===== config.mk =====
export PLATFORM = sky130hd
export DESIGN_NAME = disp_timing_engine
export DESIGN_NICKNAME = d
export VERILOG_FILES = /design/src/rtl/disp_timing_engine.sv
export SDC_FILE = /design/constraint.sdc
export NUM_CORES = 2
export LEC_CHECK = 0
export BUFFER_PORTS_ARGS = -buffer_cell sky130_fd_sc_hd__buf_2
export CORE_UTILIZATION = 63
export DETAILED_ROUTE_END_ITERATION = 6
export PLACE_DENSITY_LB_ADDON = 0.15
export SKIP_LAST_GASP = 1
export SLEW_MARGIN = 40
export SYNTH_ARGS = -nofsm -noshare
export SYNTH_HDL_FRONTEND = slang
export SYNTH_SLANG_ARGS = --single-unit

===== constraint.sdc =====
create_clock -name clk -period 4.5 [get_ports clk]
set_clock_uncertainty 0.2 [all_clocks]
set_input_delay 0.675 -clock clk [delete_from_list [all_inputs] [get_ports clk]]
set_output_delay 0.675 -clock clk [all_outputs]
set_load 0.01 [all_outputs]

===== src/rtl/disp_timing_engine.sv =====
module disp_timing_engine #(
  parameter int PW = 24,
  parameter int AW = 8
) (
  input  logic          clk,
  input  logic          rst_n,
  input  logic          reg_wr,
  input  logic [AW-1:0] reg_addr,
  input  logic [31:0]   reg_wdata,
  output logic [31:0]   reg_rdata,
  input  logic [PW-1:0] pix_in,
  input  logic          pix_in_valid,
  output logic          pix_in_ready,
  output logic [PW-1:0] pix_out,
  output logic          hsync,
  output logic          vsync,
  output logic          de,
  output logic          fetch_pulse
);
  localparam logic [AW-1:0] A_EN = AW'(8'h00), A_CFG = AW'(8'h04), A_HT = AW'(8'h08),
    A_VT = AW'(8'h0C), A_VSL = AW'(8'h10), A_DVF = AW'(8'h14), A_DVL = AW'(8'h18),
    A_DH = AW'(8'h1C), A_SH = AW'(8'h20), A_SVF = AW'(8'h24), A_SVL = AW'(8'h28),
    A_BRD = AW'(8'h2C), A_UFC = AW'(8'h30), A_POL = AW'(8'h34), A_CEN = AW'(8'h38),
    A_FP = AW'(8'h3C), A_FRM = AW'(8'h40), A_LIN = AW'(8'h44), A_UFN = AW'(8'h48);
  localparam int ZP = 32 - PW;

  logic          en;
  logic [2:0]    cfg, pol;
  logic [1:0]    cnt_en;
  logic [31:0]   ht, vt, vsl, dvf, dvl, dh, sh, svf, svl, fpos;
  logic [PW-1:0] brd, ufc;
  logic [2:0]    s_cfg;
  logic [31:0]   s_ht, s_vt, s_vsl, s_dvf, s_dvl, s_dh, s_sh, s_svf, s_svl;
  logic [15:0]   hcnt;
  logic [31:0]   pos, frames, lines, uf_events;

  always_ff @(posedge clk) begin
    if (!rst_n) begin
      en <= 1'b0; cfg <= '0; pol <= '0; cnt_en <= '0;
      ht <= '0; vt <= '0; vsl <= '0; dvf <= '0; dvl <= '0; dh <= '0;
      sh <= '0; svf <= '0; svl <= '0; fpos <= '0; brd <= '0; ufc <= '0;
    end else if (reg_wr) begin
      case (reg_addr)
        A_EN:  en <= reg_wdata[0];
        A_CFG: cfg <= reg_wdata[31:29];
        A_HT:  ht <= reg_wdata;
        A_VT:  vt <= reg_wdata;
        A_VSL: vsl <= reg_wdata;
        A_DVF: dvf <= reg_wdata;
        A_DVL: dvl <= reg_wdata;
        A_DH:  dh <= reg_wdata;
        A_SH:  sh <= reg_wdata;
        A_SVF: svf <= reg_wdata;
        A_SVL: svl <= reg_wdata;
        A_BRD: brd <= reg_wdata[PW-1:0];
        A_UFC: ufc <= reg_wdata[PW-1:0];
        A_POL: pol <= reg_wdata[2:0];
        A_CEN: cnt_en <= reg_wdata[1:0];
        A_FP:  fpos <= reg_wdata;
        default: ;
      endcase
    end
  end

  always_comb begin
    case (reg_addr)
      A_EN:  reg_rdata = {31'd0, en};
      A_CFG: reg_rdata = {cfg, 29'd0};
      A_HT:  reg_rdata = ht;
      A_VT:  reg_rdata = vt;
      A_VSL: reg_rdata = vsl;
      A_DVF: reg_rdata = dvf;
      A_DVL: reg_rdata = dvl;
      A_DH:  reg_rdata = dh;
      A_SH:  reg_rdata = sh;
      A_SVF: reg_rdata = svf;
      A_SVL: reg_rdata = svl;
      A_BRD: reg_rdata = {{ZP{1'b0}}, brd};
      A_UFC: reg_rdata = {{ZP{1'b0}}, ufc};
      A_POL: reg_rdata = {29'd0, pol};
      A_CEN: reg_rdata = {30'd0, cnt_en};
      A_FP:  reg_rdata = fpos;
      A_FRM: reg_rdata = frames;
      A_LIN: reg_rdata = lines;
      A_UFN: reg_rdata = uf_events;
      default: reg_rdata = '0;
    endcase
  end

  wire frame_end = en && (pos == s_vt - 32'd1);
  wire line_end  = hcnt == s_ht[31:16] - 16'd1;
  wire load      = !en || frame_end;

  always_ff @(posedge clk) begin
    if (!rst_n) begin
      s_cfg <= '0; s_ht <= '0; s_vt <= '0; s_vsl <= '0; s_dvf <= '0;
      s_dvl <= '0; s_dh <= '0; s_sh <= '0; s_svf <= '0; s_svl <= '0;
    end else if (load) begin
      s_cfg <= cfg; s_ht <= ht; s_vt <= vt; s_vsl <= vsl; s_dvf <= dvf;
      s_dvl <= dvl; s_dh <= dh; s_sh <= sh; s_svf <= svf; s_svl <= svl;
    end
  end

  wire hs_raw = en && (hcnt < s_ht[15:0]);
  wire vs_raw = en && (pos < s_vsl);
  wire disp   = en && (pos >= s_dvf) && (pos <= s_dvl) &&
                (hcnt >= s_dh[15:0]) && (hcnt <= s_dh[31:16]);
  wire sub_h  = !(s_cfg[0] && s_sh[31:16] != 16'd0) ||
                ((hcnt >= s_sh[15:0]) && (hcnt <= s_sh[31:16]));
  wire sub_v  = !(s_cfg[1] && s_svl != 32'd0) || ((pos >= s_svf) && (pos <= s_svl));
  wire active = disp && sub_h && sub_v;

  assign hsync        = hs_raw ^ pol[0];
  assign vsync        = vs_raw ^ pol[1];
  assign de           = disp ^ pol[2];
  assign fetch_pulse  = en && s_cfg[2] && (pos == fpos);
  assign pix_in_ready = active;
  assign pix_out      = !disp ? '0 : !active ? brd : pix_in_valid ? pix_in : ufc;

  always_ff @(posedge clk) begin
    if (!rst_n) begin
      hcnt <= '0; pos <= '0; frames <= '0; lines <= '0; uf_events <= '0;
    end else begin
      if (!en) begin
        hcnt <= '0; pos <= '0; lines <= '0;
      end else if (frame_end) begin
        hcnt <= '0; pos <= '0; lines <= '0;
        if (cnt_en[0]) frames <= frames + 32'd1;
      end else begin
        pos <= pos + 32'd1;
        if (line_end) begin
          hcnt <= '0;
          if (cnt_en[1]) lines <= lines + 32'd1;
        end else hcnt <= hcnt + 16'd1;
      end
      if (active && !pix_in_valid) uf_events <= uf_events + 32'd1;
    end
  end

  p_hcnt_range_r2: assert property (@(posedge clk) disable iff (!rst_n)
    (en && s_ht[31:16] != 16'd0) |-> hcnt < s_ht[31:16]);
  p_pos_range_r3: assert property (@(posedge clk) disable iff (!rst_n)
    (en && s_vt != 32'd0) |-> pos < s_vt);
  p_idle_sync_r6: assert property (@(posedge clk) disable iff (!rst_n)
    !en |-> (hsync == pol[0] && vsync == pol[1] && !fetch_pulse));
  p_ready_in_window_r8: assert property (@(posedge clk) disable iff (!rst_n)
    pix_in_ready |-> (de != pol[2]));
  p_fetch_single_r9: assert property (@(posedge clk) disable iff (!rst_n)
    (fetch_pulse && s_vt > 32'd1 && !reg_wr) |=> !fetch_pulse);
  p_frame_step_r10: assert property (@(posedge clk) disable iff (!rst_n)
    (frame_end && cnt_en[0]) |=> frames == $past(frames) + 32'd1);
  p_line_restart_r10: assert property (@(posedge clk) disable iff (!rst_n)
    frame_end |=> lines == 32'd0);
  p_hold_shadow_r11: assert property (@(posedge clk) disable iff (!rst_n)
    (en && !frame_end) |=> $stable(s_ht));
endmodule


==> results.py <==
metrics = {
    "pwr": {
        "power_frac_seq_pct": 49.0,
        "total_power_mw": 14.7,
        "power_frac_comb_pct": 2.8,
        "internal_power_mw": 11.3,
        "p_per_area_nw_per_um2": 305,
        "p_switching_mw": 3.39,
        "swShare_pct": 23.1,
        "power.leakage_nw": 16.7,
        "vdd_ir_drop_max_v": 0.000327,
        "pwr-share-clk_pct": 48.3,
    },
    "worst_setup_path": {
        "r2r_slack_ns": 0.26,
        "start_kind": "register",
        "required_ns": 3.62,
        "reg2reg_from": "s_vt[0]",
        "cp-end-kind": "output port",
        "reg2reg_to": "pos[8]",
        "arrival_ns": 3.83,
        "path_class": "reg2out",
        "r2r_cells": 12,
        "crit_fanout": 7,
    },
    "placed_design": {
        "gp_congestion": 1.00,
        "hpwlAfterDp_um": 117000,
        "dp_cells": 6205,
        "port_buffers": 128,
    },
    "die": {
        "ios": 129,
        "dieArea_um2": 69500,
        "coreArea_um2": 67400,
        "die_x_um": 264,
        "fp.dieH_um": 264,
        "std_cell_rows": 95,
        "start_util_pct": 64.0,
    },
    "synthesis": {
        "syn_area_per_cell_um2": 7.95,
        "synthFlopType": "dfxtp_1",
        "syn_area_um2": 43100,
        "post_synth_inst_count": 5427,
        "synth-edff-count": 0,
        "synth-async-reset-ratio_pct": 0,
        "synth_seq_area_share_pct": 37.7,
        "synth_nets": 5740,
        "yosysUniqueCellTypes": 76,
        "yosysWarnings": 0,
        "synth.ff_latch_count": 812,
    },
    "grt": {
        "grt_antenna_before_repair": 3,
        "grt_pass1_wl_um": 241000,
        "grtUsageTotal_pct": 45.8,
        "grt_pass1_vias": 39000,
        "grt-ovfl-total": 0,
        "grt_max_degree": 195,
    },
    "timing": {
        "hold_viol": 0,
        "fmaxAchievable_mhz": 213,
        "min_period_ns": 4.70,
        "rsz0062_at_grt": "true",
        "worst_pin_slew_ns": 0.976,
        "setup_viol": 24,
        "setup_ws_ns": -0.202,
        "drv_slew": 0,
        "slew_headroom_pct": 34.4,
        "finalCritPeriodShare_pct": 104,
    },
    "route": {
        "vias": 41900,
        "wire_per_inst_um": 25.7,
        "post-route-drc-count": 17,
        "dr.pass1.iters": 7,
        "ant_nets": 0,
        "drt_iter0_drc": 6198,
        "routed_via_density": 6.58,
        "routed_wl_um": 164000,
    },
    "final_layout": {
        "layout-drive-gt1-share_pct": 10.6,
        "layout_commonest_cell": "nand2_1",
        "num-nets-final": 5750,
        "fin_cells": 6376,
        "mostFrequentLayoutCells": "1483 x nand2_1, 784 x dfxtp_1, 493 x a21oi_1",
        "area_growth_syn_to_layout_pct": 11.8,
    },
    "clock_network": {
        "clockBufferDepth": 3,
        "cts-htree-levels": 3,
        "cts-root-buf": "clkbuf_16",
        "clk_pin_slew_worst_paths_ns": 0.07,
        "cts_tree": "done",
        "clock_latency_ns": 0.67,
        "cts.sinks": 812,
        "cts_buffers": 84,
        "hold_buffers": 0,
    },
    "min_path": {
        "min_path_cells": 3,
        "hp-class": "in2reg",
        "hold_end": "dh[26]",
        "hold_start": "reg_wdata[26]",
    },
    "status": {
        "violations": "DRC, setup timing",
        "status": "finished, violations left",
    },
    "run": {
        "cap_violations": 0,
    },
}
-- worst max-delay path by stage --
stage / start / end / cells past startpoint
6_report: s_dvl[19] / pix_out[7] / 13
5_1_grt: s_dvl[19] / pix_out[19] / 14
4_1_cts: pos[17] / pix_out[2] / 14
3_5_place_dp: pos[6] / pix_out[10] / 11
3_3_place_gp: pos[6] / pix_out[10] / 11
2_1_floorplan: s_vt[0] / frames[31] / 14
-- what timing repair did --
| item | in CTS | in global routing |
|---|---|---|
| setup endpoints to repair | 27 | 26 |
| pin swaps | 35 | 17 |
| setup buffers | 14 | 3 |
| gates resized for setup | 77 | 44 |
| gates cloned | 5 | 1 |
-- cell usage after synthesis, drive strengths merged (5+ instances only) --
cell type,count,area share (%)
nand2,1483,13
dfxtp,812,38
a21oi,508,5.9
mux2i,345,8.0
clkbuf,338,2.9
inv,268,2.3
ha,245,7.1
nor2,150,1.3
a22oi,123,2.1
nand4,111,1.6
nand3,100,1.2
xnor2,76,1.5
xor2,72,1.5
nand2b,60,0.87
nor3,60,0.73
buf,57,1.3
nor4,56,0.90
and3,53,0.77
o21ai,49,0.57
a221oi,47,0.95
a211oi,37,0.64
a22o,33,0.67
a21o,32,0.56
a222oi,27,0.63
and4,26,0.53
o41ai,26,0.53
o311ai,25,0.51
or4,23,0.40
and2,20,0.29
or3,20,0.29
o31ai,19,0.33
nand3b,13,0.23
a31oi,11,0.16
o211ai,10,0.19
a31o,9,0.18
nor2b,9,0.13
a2111oi,7,0.14
nand4b,6,0.12
nor3b,5,0.087
nor4b,5,0.14
o21a,5,0.087
-- critical path: stages (launching register included) --
cell and delay, ns:
dfxtp_2 0.34, inv_2 0.04, ha_4 0.24, a21oi_2 0.14
o21ai_2 0.08, a221o_1 0.36, a2111o_1 0.50, a21oi_2 0.18
buf_4 0.15, and4b_4 0.30, buf_6 0.22, a21oi_1 0.09
a211oi_1 0.32, buf_2 0.20
-- cell families (layout without fill, tap and decap cells) --
family	after synthesis	count (layout)	synth area share (%)
other cells	0	2	0
buf+inv	663	737	6.53
compound gates	1003	1003	14.9
flops	812	812	37.7
xor+xnor	148	148	3.01
mux	348	348	8.09
fa+ha+maj	245	245	7.11
simple gates	2208	2208	22.6
-- power groups by stage --
| stage | clock, mW | combinational, mW | sequential (mW) |
|---|---|---|---|
| global placement | 0 | 0.378 | 7.36 |
| global route | 7.37 | 0.414 | 7.19 |
| detailed placement | 0 | 0.380 | 7.36 |
| CTS | 7.07 | 0.382 | 7.19 |
| finish | 7.09 | 0.406 | 7.19 |
| floorplan | 0 | 0.227 | 7.36 |
-- per-layer routing --
metal / vias to the layer above / GRT usage (%) / wire, um / part of all wire, %
met1: 19600 / 57.5 / 60700 / 37
met4: 2 / 35.6 / 15600 / 9.5
met5: - / 1.11 / 99 / 0.060
met3: 744 / 11.1 / 19300 / 12
met2: 2775 / 67.5 / 68200 / 42
li1: 18800 / - / - / -
-- stage by stage --
| stage | utilization (%) | cell area [um2] | setup slack (ns) | setup TNS [ns] | hold WS (ns) |
|---|---|---|---|---|---|
| floorplan | - | 43100 | 0.502 | 0 | 0.235 |
| global placement | 66.5 | 44800 | 0.350 | 0 | 0.245 |
| detailed placement | 66.5 | 44800 | 0.243 | 0 | 0.252 |
| CTS | 71.3 | 48100 | -0.00602 | -0.0234 | 0.177 |
| global route | 71.5 | 48200 | -0.177 | -3.35 | 0.191 |
| finish | 71.5 | 48200 | -0.202 | -1.73 | 0.193 |
-- final cells by class --
cell class / instances / area, um2
fillers: 5554 / 19200
inverters: 268 / 1020
multi-input cells: 3952 / 24500
flip-flops and latches: 812 / 16300
diodes: 2 / 5.00
clock buffers: 123 / 2430
repair buffers: 319 / 2550
well taps: 873 / 1090
clock inverters: 27 / 303
Note: power is estimated with default switching activity, not from simulation.
